<file path="src/rtl/aud_out_pkg.sv">
package aud_out_pkg;
  // channel ordering used for every per-channel array
  localparam int NCH = 2;
  typedef enum int {CH_L = 0, CH_R = 1} chan_e;

  localparam int DEF_SUB_W   = 32;
  localparam int DEF_AUD_LSB = 8;
  localparam int DEF_AUD_W   = 20;
  localparam int DEF_OUT_W   = 16;
  localparam int DEF_LFSR_W  = 16;
endpackage

</file>
<file path="src/rtl/aud_lfsr.sv">
module aud_lfsr #(
  parameter int          W    = 16,
  parameter logic [W-1:0] TAPS = 16'hB400,
  parameter logic [W-1:0] SEED = 16'hACE1
) (
  input  logic         clk,
  input  logic         rst_n,
  input  logic         adv,
  output logic [W-1:0] state
);
  logic [W-1:0] state_q;
  logic [W-1:0] state_nxt;

  always_comb begin
    state_nxt = state_q;
    if (adv) state_nxt = {state_q[W-2:0], ^(state_q & TAPS)};
  end

  always_ff @(posedge clk or negedge rst_n) begin
    if (!rst_n) state_q <= SEED;
    else        state_q <= state_nxt;
  end

  assign state = state_q;


  lfsr_nonzero_chk: assert property (@(posedge clk) disable iff (!rst_n)
    state_q != '0);


  lfsr_idle_hold_chk: assert property (@(posedge clk) disable iff (!rst_n)
    !adv |=> $stable(state_q));
endmodule

</file>
<file path="src/rtl/aud_field_mix.sv">
module aud_field_mix #(
  parameter int SUB_W   = 32,
  parameter int AUD_LSB = 8,
  parameter int AUD_W   = 20
) (
  input  logic [SUB_W-1:0] sub_l,
  input  logic [SUB_W-1:0] sub_r,
  input  logic             mono,
  output logic [AUD_W-1:0] word_l,
  output logic [AUD_W-1:0] word_r
);
  import aud_out_pkg::*;

  localparam int SUM_W = AUD_W + 1;

  logic [SUB_W-1:0] sub [NCH];
  logic [AUD_W-1:0] raw [NCH];
  logic [SUM_W-1:0] sum;
  logic [AUD_W-1:0] avg;

  assign sub[CH_L] = sub_l;
  assign sub[CH_R] = sub_r;

  for (genvar c = 0; c < NCH; c++) begin : g_field
    assign raw[c] = sub[c][AUD_LSB +: AUD_W];
  end

  always_comb begin
    sum = {raw[CH_L][AUD_W-1], raw[CH_L]} + {raw[CH_R][AUD_W-1], raw[CH_R]};
    avg = sum[SUM_W-1:1];
  end

  assign word_l = mono ? avg : raw[CH_L];
  assign word_r = mono ? avg : raw[CH_R];
endmodule

</file>
<file path="src/rtl/aud_requant.sv">
module aud_requant #(
  parameter int AUD_W = 20,
  parameter int OUT_W = 16
) (
  input  logic [AUD_W-1:0]         word,
  input  logic                     dith_en,
  input  logic [AUD_W-OUT_W-1:0]   ua,
  input  logic [AUD_W-OUT_W-1:0]   ub,
  output logic [OUT_W-1:0]         q
);
  localparam int DW = AUD_W - OUT_W;
  localparam int VW = AUD_W + 2;
  localparam logic signed [VW-1:0] HI = VW'((64'sd1 <<< (OUT_W - 1)) - 64'sd1);
  localparam logic signed [VW-1:0] LO = -HI - VW'(1);

  logic signed [DW+1:0] diff;
  logic signed [VW-1:0] wide;
  logic signed [VW-1:0] sh;

  always_comb begin
    diff = dith_en ? ($signed({2'b00, ua}) - $signed({2'b00, ub})) : '0;
    wide = $signed({{2{word[AUD_W-1]}}, word}) + $signed({{(VW-DW-2){diff[DW+1]}}, diff});
    sh   = wide >>> DW;
    if (sh > HI)      q = HI[OUT_W-1:0];
    else if (sh < LO) q = LO[OUT_W-1:0];
    else              q = sh[OUT_W-1:0];
  end
endmodule

</file>
<file path="src/rtl/aud_out_stage.sv">
module aud_out_stage
  import aud_out_pkg::*;
#(
  parameter int                 SUB_W   = DEF_SUB_W,
  parameter int                 AUD_LSB = DEF_AUD_LSB,
  parameter int                 AUD_W   = DEF_AUD_W,
  parameter int                 OUT_W   = DEF_OUT_W,
  parameter int                 LFSR_W  = DEF_LFSR_W,
  parameter logic [LFSR_W-1:0]  TAPS_A  = 16'hB400,
  parameter logic [LFSR_W-1:0]  SEED_A  = 16'hACE1,
  parameter logic [LFSR_W-1:0]  TAPS_B  = 16'hD008,
  parameter logic [LFSR_W-1:0]  SEED_B  = 16'h1D2B
) (
  input  logic             clk,
  input  logic             rst_n,
  input  logic             in_valid,
  input  logic [SUB_W-1:0] in_sub_l,
  input  logic [SUB_W-1:0] in_sub_r,
  input  logic             cfg_mono,
  input  logic             cfg_dither,
  input  logic             cfg_bypass,
  output logic             out_valid,
  output logic [OUT_W-1:0] out_l,
  output logic [OUT_W-1:0] out_r,
  output logic             out_bypass
);
  localparam int DW = AUD_W - OUT_W;

  // dither generators
  logic [LFSR_W-1:0] gen_a;
  logic [LFSR_W-1:0] gen_b;

  aud_lfsr #(.W(LFSR_W), .TAPS(TAPS_A), .SEED(SEED_A)) u_gen_a (
    .clk(clk), .rst_n(rst_n), .adv(in_valid), .state(gen_a));
  aud_lfsr #(.W(LFSR_W), .TAPS(TAPS_B), .SEED(SEED_B)) u_gen_b (
    .clk(clk), .rst_n(rst_n), .adv(in_valid), .state(gen_b));

  // field extraction and mono mix
  logic [AUD_W-1:0] mix_w [NCH];

  aud_field_mix #(.SUB_W(SUB_W), .AUD_LSB(AUD_LSB), .AUD_W(AUD_W)) u_mix (
    .sub_l(in_sub_l), .sub_r(in_sub_r), .mono(cfg_mono),
    .word_l(mix_w[CH_L]), .word_r(mix_w[CH_R]));

  // stage 1 registers
  logic             s1_vld,  s1_vld_nxt;
  logic             s1_dith, s1_dith_nxt;
  logic             s1_byp,  s1_byp_nxt;
  logic [AUD_W-1:0] s1_word [NCH];
  logic [AUD_W-1:0] s1_word_nxt [NCH];
  logic [DW-1:0]    s1_ua [NCH];
  logic [DW-1:0]    s1_ua_nxt [NCH];
  logic [DW-1:0]    s1_ub [NCH];
  logic [DW-1:0]    s1_ub_nxt [NCH];

  always_comb begin
    s1_vld_nxt  = in_valid;
    s1_dith_nxt = s1_dith;
    s1_byp_nxt  = s1_byp;
    for (int c = 0; c < NCH; c++) begin
      s1_word_nxt[c] = s1_word[c];
      s1_ua_nxt[c]   = s1_ua[c];
      s1_ub_nxt[c]   = s1_ub[c];
    end
    if (in_valid) begin
      s1_dith_nxt = cfg_dither;
      s1_byp_nxt  = cfg_bypass;
      for (int c = 0; c < NCH; c++) begin
        s1_word_nxt[c] = mix_w[c];
        s1_ua_nxt[c]   = gen_a[c*DW +: DW];
        s1_ub_nxt[c]   = gen_b[c*DW +: DW];
      end
    end
  end

  always_ff @(posedge clk or negedge rst_n) begin
    if (!rst_n) begin
      s1_vld  <= 1'b0;
      s1_dith <= 1'b0;
      s1_byp  <= 1'b0;
      for (int c = 0; c < NCH; c++) begin
        s1_word[c] <= '0;
        s1_ua[c]   <= '0;
        s1_ub[c]   <= '0;
      end
    end else begin
      s1_vld  <= s1_vld_nxt;
      s1_dith <= s1_dith_nxt;
      s1_byp  <= s1_byp_nxt;
      for (int c = 0; c < NCH; c++) begin
        s1_word[c] <= s1_word_nxt[c];
        s1_ua[c]   <= s1_ua_nxt[c];
        s1_ub[c]   <= s1_ub_nxt[c];
      end
    end
  end

  // requantization per channel
  logic [OUT_W-1:0] rq [NCH];

  for (genvar c = 0; c < NCH; c++) begin : g_rq
    aud_requant #(.AUD_W(AUD_W), .OUT_W(OUT_W)) u_rq (
      .word(s1_word[c]), .dith_en(s1_dith),
      .ua(s1_ua[c]), .ub(s1_ub[c]), .q(rq[c]));
  end

  // stage 2 registers
  logic             o_vld, o_vld_nxt;
  logic             o_byp, o_byp_nxt;
  logic [OUT_W-1:0] o_q [NCH];
  logic [OUT_W-1:0] o_q_nxt [NCH];

  always_comb begin
    o_vld_nxt = s1_vld;
    o_byp_nxt = o_byp;
    for (int c = 0; c < NCH; c++) o_q_nxt[c] = o_q[c];
    if (s1_vld) begin
      o_byp_nxt = s1_byp;
      for (int c = 0; c < NCH; c++) o_q_nxt[c] = rq[c];
    end
  end

  always_ff @(posedge clk or negedge rst_n) begin
    if (!rst_n) begin
      o_vld <= 1'b0;
      o_byp <= 1'b0;
      for (int c = 0; c < NCH; c++) o_q[c] <= '0;
    end else begin
      o_vld <= o_vld_nxt;
      o_byp <= o_byp_nxt;
      for (int c = 0; c < NCH; c++) o_q[c] <= o_q_nxt[c];
    end
  end

  assign out_valid  = o_vld;
  assign out_bypass = o_byp;
  assign out_l      = o_q[CH_L];
  assign out_r      = o_q[CH_R];


  valid_latency_chk: assert property (@(posedge clk) disable iff (!rst_n)
    in_valid |-> ##2 out_valid);


  no_spurious_valid_chk: assert property (@(posedge clk) disable iff (!rst_n)
    !in_valid |-> ##2 !out_valid);


  hold_between_chk: assert property (@(posedge clk) disable iff (!rst_n)
    !out_valid |-> ($stable(out_l) && $stable(out_r) && $stable(out_bypass)));


  mono_equal_chk: assert property (@(posedge clk) disable iff (!rst_n)
    (in_valid && cfg_mono && !cfg_dither) |-> ##2 (out_l == out_r));


  bypass_tag_chk: assert property (@(posedge clk) disable iff (!rst_n)
    in_valid |-> ##2 (out_bypass == $past(cfg_bypass, 2)));
endmodule

</file>
<file path="config.mk">
export PLATFORM = sky130hd
export DESIGN_NAME = aud_out_stage
export DESIGN_NICKNAME = d
export VERILOG_FILES = /design/src/rtl/aud_out_pkg.sv /design/src/rtl/aud_lfsr.sv /design/src/rtl/aud_field_mix.sv /design/src/rtl/aud_requant.sv /design/src/rtl/aud_out_stage.sv
export SDC_FILE = /design/constraint.sdc
export NUM_CORES = 1
export LEC_CHECK = 0
export ABC_AREA = 1
export BUFFER_PORTS_ARGS = -buffer_cell sky130_fd_sc_hd__buf_2
export CAP_MARGIN = 20
export CORE_ASPECT_RATIO = 2
export CORE_UTILIZATION = 35
export DETAILED_ROUTE_END_ITERATION = 7
export PLACE_DENSITY = 0.58
export SLEW_MARGIN = 20
export SYNTH_ARGS = -nofsm -noshare
export SYNTH_HDL_FRONTEND = slang
export SYNTH_HIERARCHICAL = 1
export SYNTH_SLANG_ARGS = --single-unit
</file>
<file path="constraint.sdc">
create_clock -name clk -period 11.74 [get_ports clk]
set_clock_uncertainty 0.15 [all_clocks]
set_input_delay 1.174 -clock clk [delete_from_list [all_inputs] [get_ports clk]]
set_output_delay 1.174 -clock clk [all_outputs]
set_load 0.02 [all_outputs]
</file>
---- Yosys cells after proc, flatten, opt, wreduce, memory -nomap -nowiden ----
Cells that the tools add are included.
word-level totals
  bits in registers ....................... 125
  output and inout port bits .............. 34
  logic and storage cells ................. 34
  input bits .............................. 70
cells by class
  reduce and logical (&&, ||, !) cells .... 2
  order comparisons ....................... 4
  add/sub/neg operators ................... 5
  muxes and demuxes ....................... 8
operators with widths
  operator                number
  $mux W16                4
  $add A20 B6 Y21         2
  $mux W20                2
  $gt A17 B16 Y1 const B  2
  $lt A17 B16 Y1 const B  2
  $reduce_xor A16 Y1      2
  $add A20 B20 Y21        1
  $mux W6                 2
  $sub A4 B4 Y5           2

---- Depth between registers and ports, before layout ----
Gate-level depths: netlist (run 1).
  depth after elaboration ................. 6
  mapped depth ............................ 24
  mapped depth without buffers ............ 24

---- Cells and area by module ----
The synthesis (run 1) kept the hierarchy.
by module, submodules not included
  module              area each (um^2)  seq. area each (um^2)  cells each  times used
  aud_out_stage       3489.6            2327.2                 388         1
  aud_requant         1554.0            0.0                    302         2
  aud_field_mix       1741.7            0.0                    357         1
  aud_lfsr (u_gen_a)  709.4             410.4                  76          1
  aud_lfsr (u_gen_b)  693.2             410.4                  76          1

---- Worst setup path before layout (run 1) ----
OpenSTA, ideal clock, no wires.
  kind .................................... reg2reg
  start point ............................. register s1_ua[4] (netlist bit)
  end point ............................... register o_q (netlist bit out_l[8])
  required time ........................... 11.473 ns
  clock period less this slack ............ 3.957 ns
  setup time .............................. 0.117 ns
  path buffers ............................ 1
  arrival time ............................ 3.690 ns
  slack ................................... 7.783 ns
  stages on the path, launching flop included .. 23
  path through ............................ dfrtp_1 > inv_1 > ha_1 > inv_1 > fa_1 > nand2_1 > a21oi_1 > nor3b_1 > ha_1 > nand2_1 > inv_1 > nand2_1 > and2_4 > nand2_1 > nand2_1 > nand4_1 > nand2_1 > nand2_4 > buf_6 > nand2_1 > nand2_1 > nand2_1 > nand2_1
RTL lines
  item                               line                  RTL
  from (decl)                        aud_out_stage.sv:51   logic [DW-1:0] s1_ua [NCH];
  from (signal, indexed assignment)  aud_out_stage.sv:92   s1_ua[c] <= s1_ua_nxt[c];
  to (decl)                          aud_out_stage.sv:110  logic [OUT_W-1:0] o_q [NCH];

==> metrics.md, run 1 <==
| Metric | Value |
|---|---|
| Critical path data arrival time | `4.17 ns` |
| # nets final | `1704` |
| Rows | `86` |
| Area grow syn2layout | `12.0%` |
| Hold_buf cts | `0` |
| Initial antenna violation count | `0` |
| DIE WIDTH | `120 um` |
| Startpoint Class | `register` |
| Slew headroom | `0.353` |
| Hold Path Class | `reg -> reg` |
| Status | `finished clean` |
| Post-synthesis average cell area | `6.49 um2` |
| Worst-skew pair later-pin latency | `0.44 ns` |
| Leak | `6.24 nW` |
| Synth warnings | `6` |
| DR vias/cell | `4.71` |
| Setup crit end kind | `register` |
| Met2 usage | `0.374` |
| Crit path required time | `11.96 ns` |
| Initial core utilization | `0.355` |
| Fin. Hold Viols | `0` |
| DIE AREA | `0.0285 mm2` |
| Final min period | `3.95 ns` |
| Setup TNS | `0 ns` |
| Inst Count DP | `1899` |
| Switching power | `0.936 mW` |
| Max-cap viol count | `0` |
| Top fanout value on the critical path | `16` |
| Antenna diode count | `0` |
| Port bufs | `79` |
| Worst-path clk slew | `0.06 ns` |
| Worst hold stages | `2` |
| CTS tree | `built` |
| Mapped cell area | `0.00974 mm2` |
| Post-Synth Adder-Cell Area | `0.0896` |
| Synth Area in Compound Gates | `0.0712` |
| Iteration-0 DRC Markers | `423` |
| Top FF cell, synth | `dfrtp_1` |
| Register area share after synthesis | `0.323` |
| Total global routing overflow | `0` |
| DRT Pass-1 Iters | `5` |
| # IOs | `104` |
| Worst ir drop on vdd | `0.0882 mV` |
| Commonest cells after routing, fill and taps aside | `nand2_1 (778), inv_1 (140), dfrtp_1 (109)` |
| Synth async-reset ratio | `1.00` |
| Max Root-Sink Buffers | `2` |
| Routability congestion estimate | `0.912` |
| Setup CP Type | `reg -> reg` |
| Synthesized flop and latch total | `125` |
| Switching fraction of total power | `0.444` |
| Share of layout cells above drive strength 1 | `0.124` |
| Core box area | `0.0274 mm2` |
| Most common cell after layout, fill and taps aside | `nand2_1` |
| R2R cell count | `17` |
| DP Wirelength | `21.4 mm` |
| Vias in the first global route | `8924` |
| Post-cts sizing count | `0` |
| Synth cell types | `41` |
| Int Power | `1.17 mW` |
| Clock sink count | `125` |
| Worst setup startpoint | `s1_ua[4]` |
| Post-route ant nets | `0` |
| RSZ-0062 raised after global routing | `false` |
| Gate Count Post-Synth | `1501` |
| Met1 usage | `0.191` |
| Reg2reg start | `s1_ua[4]` |
| Total CTS buffers | `17` |
| Fin cells | `1931` |
| Post-synthesis mux area share | `0` |
| EDFF count, synth | `0` |
| Clk root buf | `clkbuf_16` |
| Post-synthesis simple-gate area fraction | `0.414` |
| Crit share post-route | `0.337` |
| Avg WL per Cell | `13.4 um` |
| Via count | `9099` |
| PD cells | `193 mW/mm2` |
| Synth Area in XOR/XNOR | `0.0135` |
| First-pass GRT wire length | `43.0 mm` |
| Final WL | `26.0 mm` |
| Worst-Margin Slew | `0.971 ns` |
| Post-CTS Setup Repair Bufs | `0` |
| Max Slew Vio Count | `0` |
| Setup violators final | `0` |
| Largest net degree at the start of global routing | `77` |
| Global-route usage over all layers | `0.192` |
| Clock share of power | `0.240` |
| Syn nets | `1639` |
| Die Y | `238 um` |
| M3 GR Usage | `0.0296` |
| Global route hottest layer | `met2` |
| Residual DRC | `0` |
| Sequential share of power | `0.293` |
| Overall Power | `2.11 mW` |
| H-tree levels | `4` |
| Largest family of logic cells by synthesized area | `simple AND/OR/NAND/NOR gates` |
| Worst hold start | `out_r[12]` |
| Comb pwr share | `0.467` |
| Peak Freq | `0.253 GHz` |
## Yosys cell counts (all sizes together) (5+ instances only)
cell / number / area share
nand3b: 11 / 0.0085
ha: 65 / 0.083
nand3: 59 / 0.033
and2: 5 / 0.0040
a21oi: 54 / 0.029
nor2: 77 / 0.032
o21bai: 13 / 0.010
o21ai: 46 / 0.028
nor3: 15 / 0.0087
inv: 153 / 0.059
buf: 32 / 0.027
xor2: 11 / 0.0099
dfrtp: 109 / 0.28
dfstp: 16 / 0.043
nand4: 18 / 0.013
nand2: 795 / 0.31
## stage by stage
| step | setup WS (ns) | util | instance area [um2] | hold WS (ns) |
|---|---|---|---|---|
| global route | 7.47 | 0.398 | 10900 | 0.334 |
| detailed placement | 7.58 | 0.377 | 10300 | 0.303 |
| floorplan | 7.78 | - | 9740 | 0.199 |
| finish | 7.79 | 0.398 | 10900 | 0.313 |
| global placement | 7.51 | 0.376 | 10300 | 0.302 |
| CTS | 7.56 | 0.397 | 10900 | 0.318 |
## worst max-delay path, cell delays in order, from the launching register on
cell and delay (ns):
dfrtp_1 0.38, inv_1 0.06, ha_1 0.13, inv_1 0.06, fa_1 0.41, nand2_1 0.08, a21oi_1 0.09, nor3b_4 0.68
ha_1 0.43, a21oi_1 0.28, a21oi_1 0.11, nor2_1 0.17, nand3_1 0.11, nand2_1 0.10, nand4_2 0.33, nand2_1 0.17
nand2_1 0.06, nand2_1 0.08
## power by group through the flow
stage | registers (mW) | clock network [mW] | logic [mW]
3_3_place_gp | 0.622 | 0 | 0.976
4_1_cts | 0.620 | 0.521 | 0.991
5_1_grt | 0.633 | 0.545 | 1.13
3_5_place_dp | 0.626 | 0 | 0.986
6_report | 0.617 | 0.506 | 0.983
2_1_floorplan | 0.679 | 0 | 0.692
## routing by layer
layer	wire length, um	part of all wire
met3	652	0.025
met4	1050	0.040
met5	0	0
met2	14500	0.56
met1	9750	0.38
## cell families after synthesis
| kind of cell | count (synthesis) |
|---|---|
| and+or+nand+nor | 985 |
| buffers and inverters | 189 |
| DFF | 125 |
| AOI/OAI and AO/OA | 119 |
| adders and majority gates | 68 |
| xor gates and xnor gates | 15 |
## worst paths after layout
check                      slack, ns     endpoint
setup / recovery                7.79     out_l[0]
hold / removal                  0.31    out_r[12]
setup reg to reg                7.79     out_l[0]
hold reg to reg                 0.31    out_r[12]
max in group asynchronous       9.43  s1_word[26]
min in group asynchronous       0.60   out_bypass
## final cells by class
class / instances / area (um2)
flip-flops and latches: 125 / 3150
clock buffers: 17 / 425
multi-input cells: 1187 / 5750
repair buffers: 82 / 420
inverters: 153 / 579
fillers: 3010 / 16500
clock inverters: 15 / 144
well taps: 352 / 440
## registers in the layout, indices dropped and copies added (netlist names)
register and cells:
s1_word 40, out_l 16, out_r 16, u_gen_a/state 16, u_gen_b/state 16, s1_ua 8, s1_ub 8, o_vld_nxt 1
out_bypass 1, out_valid 1, s1_byp 1, s1_dith 1
Power figures use the tool's default switching activity.
==> run 2: changes to the inputs <==
--- a/config.mk
+++ b/config.mk
@@ -5,7 +5,7 @@
 export SDC_FILE = /design/constraint.sdc
 export NUM_CORES = 1
 export LEC_CHECK = 0
-export ABC_AREA = 1
+export ABC_AREA = 0
 export BUFFER_PORTS_ARGS = -buffer_cell sky130_fd_sc_hd__buf_2
 export CAP_MARGIN = 20
 export CORE_ASPECT_RATIO = 2
==> constraint.sdc (replaced) <==
create_clock -name clk -period 3.65 [get_ports clk]
set_clock_uncertainty 0.15 [all_clocks]
set_input_delay 0.365 -clock clk [delete_from_list [all_inputs] [get_ports clk]]
set_output_delay 0.365 -clock clk [all_outputs]
set_load 0.02 [all_outputs]
==> run 2 against run 1 <==
  * The run now ends with negative setup slack left
  * Setup slack got worse by 8.0 ns
  * Clock-buffer cell count increased by 2
  * Area after synthesis shrank 3.5%
  * Global-route usage decreased by 0.27 points
  * Non-clock buffer count grew 125
  * Largest power group unchanged
==> metrics.md, run 2 <==
| Metric | Value |
|---|---|
| Status | `finished with violations (was finished clean)` |
| Violated checks | `negative setup slack` |
| Synth async-reset ratio | `1.00 (unchanged)` |
| Max Slew Vio Count | `0 (unchanged)` |
| Total global routing overflow | `0 (unchanged)` |
| Total CTS buffers | `17 (unchanged)` |
| DRT Pass-1 Iters | `5 (unchanged)` |
| RSZ-0062 raised after global routing | `true (was false)` |
| Crit share post-route | `1.06 (was 0.337)` |
| Largest register FFs | `40 (unchanged)` |
| Die Y | `234 um (was 238 um)` |
| Hold Path Class | `in -> reg (was reg -> reg)` |
| Vias in the first global route | `8021 (was 8924)` |
| Port bufs | `79 (unchanged)` |
| Place WS | `-0.291 ns (was 7.58 ns)` |
| Setup crit end kind | `register (unchanged)` |
| Worst hold stages | `4 (was 2)` |
| Synthesized flop and latch total | `125 (unchanged)` |
| Avg WL per Cell | `18.1 um (was 13.4 um)` |
| Final Cell Area | `0.0123 mm2 (was 0.0109 mm2)` |
| Final Util | `0.465 (was 0.398)` |
| Rows | `84 (was 86)` |
| Clk root buf | `clkbuf_16 (unchanged)` |
| Peak Freq | `0.259 GHz (was 0.253 GHz)` |
| First-pass GRT wire length | `40.5 mm (was 43.0 mm)` |
| CTS tree | `built (unchanged)` |
| Routability congestion estimate | `0.879 (was 0.912)` |
| Core box area | `0.0264 mm2 (was 0.0274 mm2)` |
| Mapped cell area | `0.00940 mm2 (was 0.00974 mm2)` |
| Setup violators final | `30 (was 0)` |
| R2R cell count | `17 (unchanged)` |
| Residual DRC | `0 (unchanged)` |
| Largest net degree at the start of global routing | `80 (was 77)` |
| Worst-path clk slew | `0.06 ns (about the same)` |
| Max Root-Sink Buffers | `2 (unchanged)` |
| Largest cells by area after synthesis | `dfrtp_1 (29%), mux2_2 (11%), ha_1 (8.7%) (was nand2_1 (30%), dfrtp_1 (28%), ha_1 (8.3%))` |
| Overall Power | `13.5 mW (was 2.11 mW)` |
| Final WL | `25.9 mm (was 26.0 mm)` |
| Syn nets | `1022 (was 1639)` |
| Crit path required time | `3.81 ns (was 11.96 ns)` |
| Biggest register | `s1_word (unchanged)` |
| Initial antenna violation count | `3 (was 0)` |
| Most common cell after layout, fill and taps aside | `buf_4 (was nand2_1)` |
| Synth warnings | `6 (unchanged)` |
| Area grow syn2layout | `30.6% (was 12.0%)` |
| # nets final | `1209 (was 1704)` |
| Area leader, netlist | `dfrtp_1 (was nand2_1)` |
| Top FF cell, synth | `dfrtp_1 (unchanged)` |
| DIE AREA | `0.0275 mm2 (was 0.0285 mm2)` |
| PD cells | `1100 mW/mm2 (was 193 mW/mm2)` |
| Placed Area | `0.0109 mm2 (was 0.0103 mm2)` |
| Fin. Hold Viols | `0 (unchanged)` |
| DP Wirelength | `19.4 mm (was 21.4 mm)` |
| Synth cell types | `80 (was 41)` |
| Worst ir drop on vdd | `0.515 mV (was 0.0882 mV)` |
| DR vias/cell | `5.34 (was 4.71)` |
| Initial core utilization | `0.356 (was 0.355)` |
| DIE WIDTH | `118 um (was 120 um)` |
| Worst-skew pair later-pin latency | `0.44 ns (about the same)` |
| Synth cell count leaders | `dfrtp_1 (109), mux2_2 (91), ha_1 (65), nand2_1 (62), a21oi_1 (48) (was nand2_1 (778), inv_1 (140), dfrtp_1 (109), nor2_1 (68), ha_1 (65))` |
| Commonest cells after routing, fill and taps aside | `buf_4 (113), dfrtp_1 (108), buf_2 (77) (was nand2_1 (778), inv_1 (140), dfrtp_1 (109))` |
| Setup CP Type | `reg -> reg (unchanged)` |
| Top-count cell post-synth | `dfrtp_1 (was nand2_1)` |
| Iteration-0 DRC Markers | `272 (was 423)` |
| EDFF count, synth | `0 (unchanged)` |
| H-tree levels | `4 (unchanged)` |
| Register area share after synthesis | `0.335 (was 0.323)` |
| Share of the synthesized area in the top cell type | `0.290 (was 0.300)` |
| Hold Worst Slack | `0.165 ns (was 0.313 ns)` |
| Worst-Margin Slew | `0.846 ns (was 0.971 ns)` |
| Post-route ant nets | `0 (unchanged)` |
| Final min period | `3.86 ns (was 3.95 ns)` |
| Final worst slack | `-0.206 ns (was 7.79 ns)` |
| Global-route usage over all layers | `0.190 (was 0.192)` |
| Gate Count Post-Synth | `884 (was 1501)` |
| Top fanout value on the critical path | `7 (was 16)` |
| Max-cap viol count | `0 (unchanged)` |
| Via count | `7627 (was 9099)` |
| Post-synthesis average cell area | `10.6 um2 (was 6.49 um2)` |
| Share of layout cells above drive strength 1 | `0.466 (was 0.124)` |
| Critical path data arrival time | `4.02 ns (was 4.17 ns)` |
| # IOs | `104 (unchanged)` |
| Leak | `5.58 nW (was 6.24 nW)` |
| Startpoint Class | `register (unchanged)` |
| Slew headroom | `0.436 (was 0.353)` |
| Clock sink count | `125 (unchanged)` |
==> run 2: cell types whose count changed after synthesis, sizes merged, moves of 30 or more <==
| cell | previous run | this run |
|---|---|---|
| nand3 | 59 | 17 |
| inv | 153 | 41 |
| maj3 | 0 | 30 |
| nand2 | 795 | 63 |
| nor2 | 77 | 28 |
| mux2 | 0 | 127 |
==> run 2: per-layer routing <==
metal  wire length, um  track usage
met4              1880        0.134
met2             14300        0.370
met3               655       0.0323
met1              9070        0.176
met5                10            0
==> run 2: critical path: stages, from the launching register on <==
cell and delay, ns:
dfrtp_1 0.37, inv_1 0.06, ha_2 0.16, inv_2 0.04
fa_2 0.34, a21o_1 0.20, a21oi_4 0.18, buf_12 0.14
buf_12 0.13, ha_4 0.20, a21o_1 0.22, a221oi_4 0.31
nand3b_1 0.15, nor3_2 0.21, a211oi_4 0.10, clkbuf_16 0.19
maj3_2 0.31, mux2_2 0.26
==> run 2: logic make-up after synthesis <==
family	count (synthesis)	synth area share
simple gates	186	0.111
buf+inv	82	0.0490
fa+ha+maj	98	0.128
flops	125	0.335
xor+xnor	42	0.0391
mux	129	0.169
compound gates	222	0.169
==> run 2: repair_timing <==
| action | 4_1_cts | 5_1_grt |
|---|---|---|
| endpoints found under the setup margin | 30 | 32 |
| pin swaps | 14 | 23 |
| gates resized for setup | 29 | 56 |
| endpoints found under the hold margin | 43 | 0 |
| buffers inserted | 6 | 8 |
| cloned | 2 | 4 |
| hold buffers | 3 | 0 |
==> run 2: cell type report <==
class                   instances  area (um2)
diodes                          1        2.50
clock buffers                  19         443
clock inverters                13         189
fillers                      2473       14100
inverters                      41         154
multi-input cells             679        6340
flip-flops and latches        125        3150
well taps                     344         430
repair buffers                207        1560
==> run 2: worst paths after layout <==
kind	startpoint	slack, ns	to
min	in_sub_l[24]	0.16	s1_word[36]
min in group asynchronous	rst_n	0.37	out_l[11]
max reg2reg	s1_ua[4]	-0.21	out_l[10]
max in group asynchronous	rst_n	2.10	u_gen_b/state[12]
max	s1_ua[4]	-0.21	out_l[10]
min reg2reg	out_bypass	0.35	out_bypass
==> run 2: power by group <==
group / total, mW / switching, mW / internal, mW
registers: 2.40 / 0.380 / 2.02
logic: 9.30 / 4.26 / 5.04
clock network: 1.81 / 0.650 / 1.16
total: 13.5 / 5.29 / 8.22
==> run 2: metrics by stage <==
step | std cells | TNS [ns]
after global routing | 1429 | -8.92
after detailed placement | 1373 | -7.92
after CTS | 1416 | -2.96
after global placement | 1373 | -6.95
final | 1429 | -4.82
after floorplan | 884 | -3.14
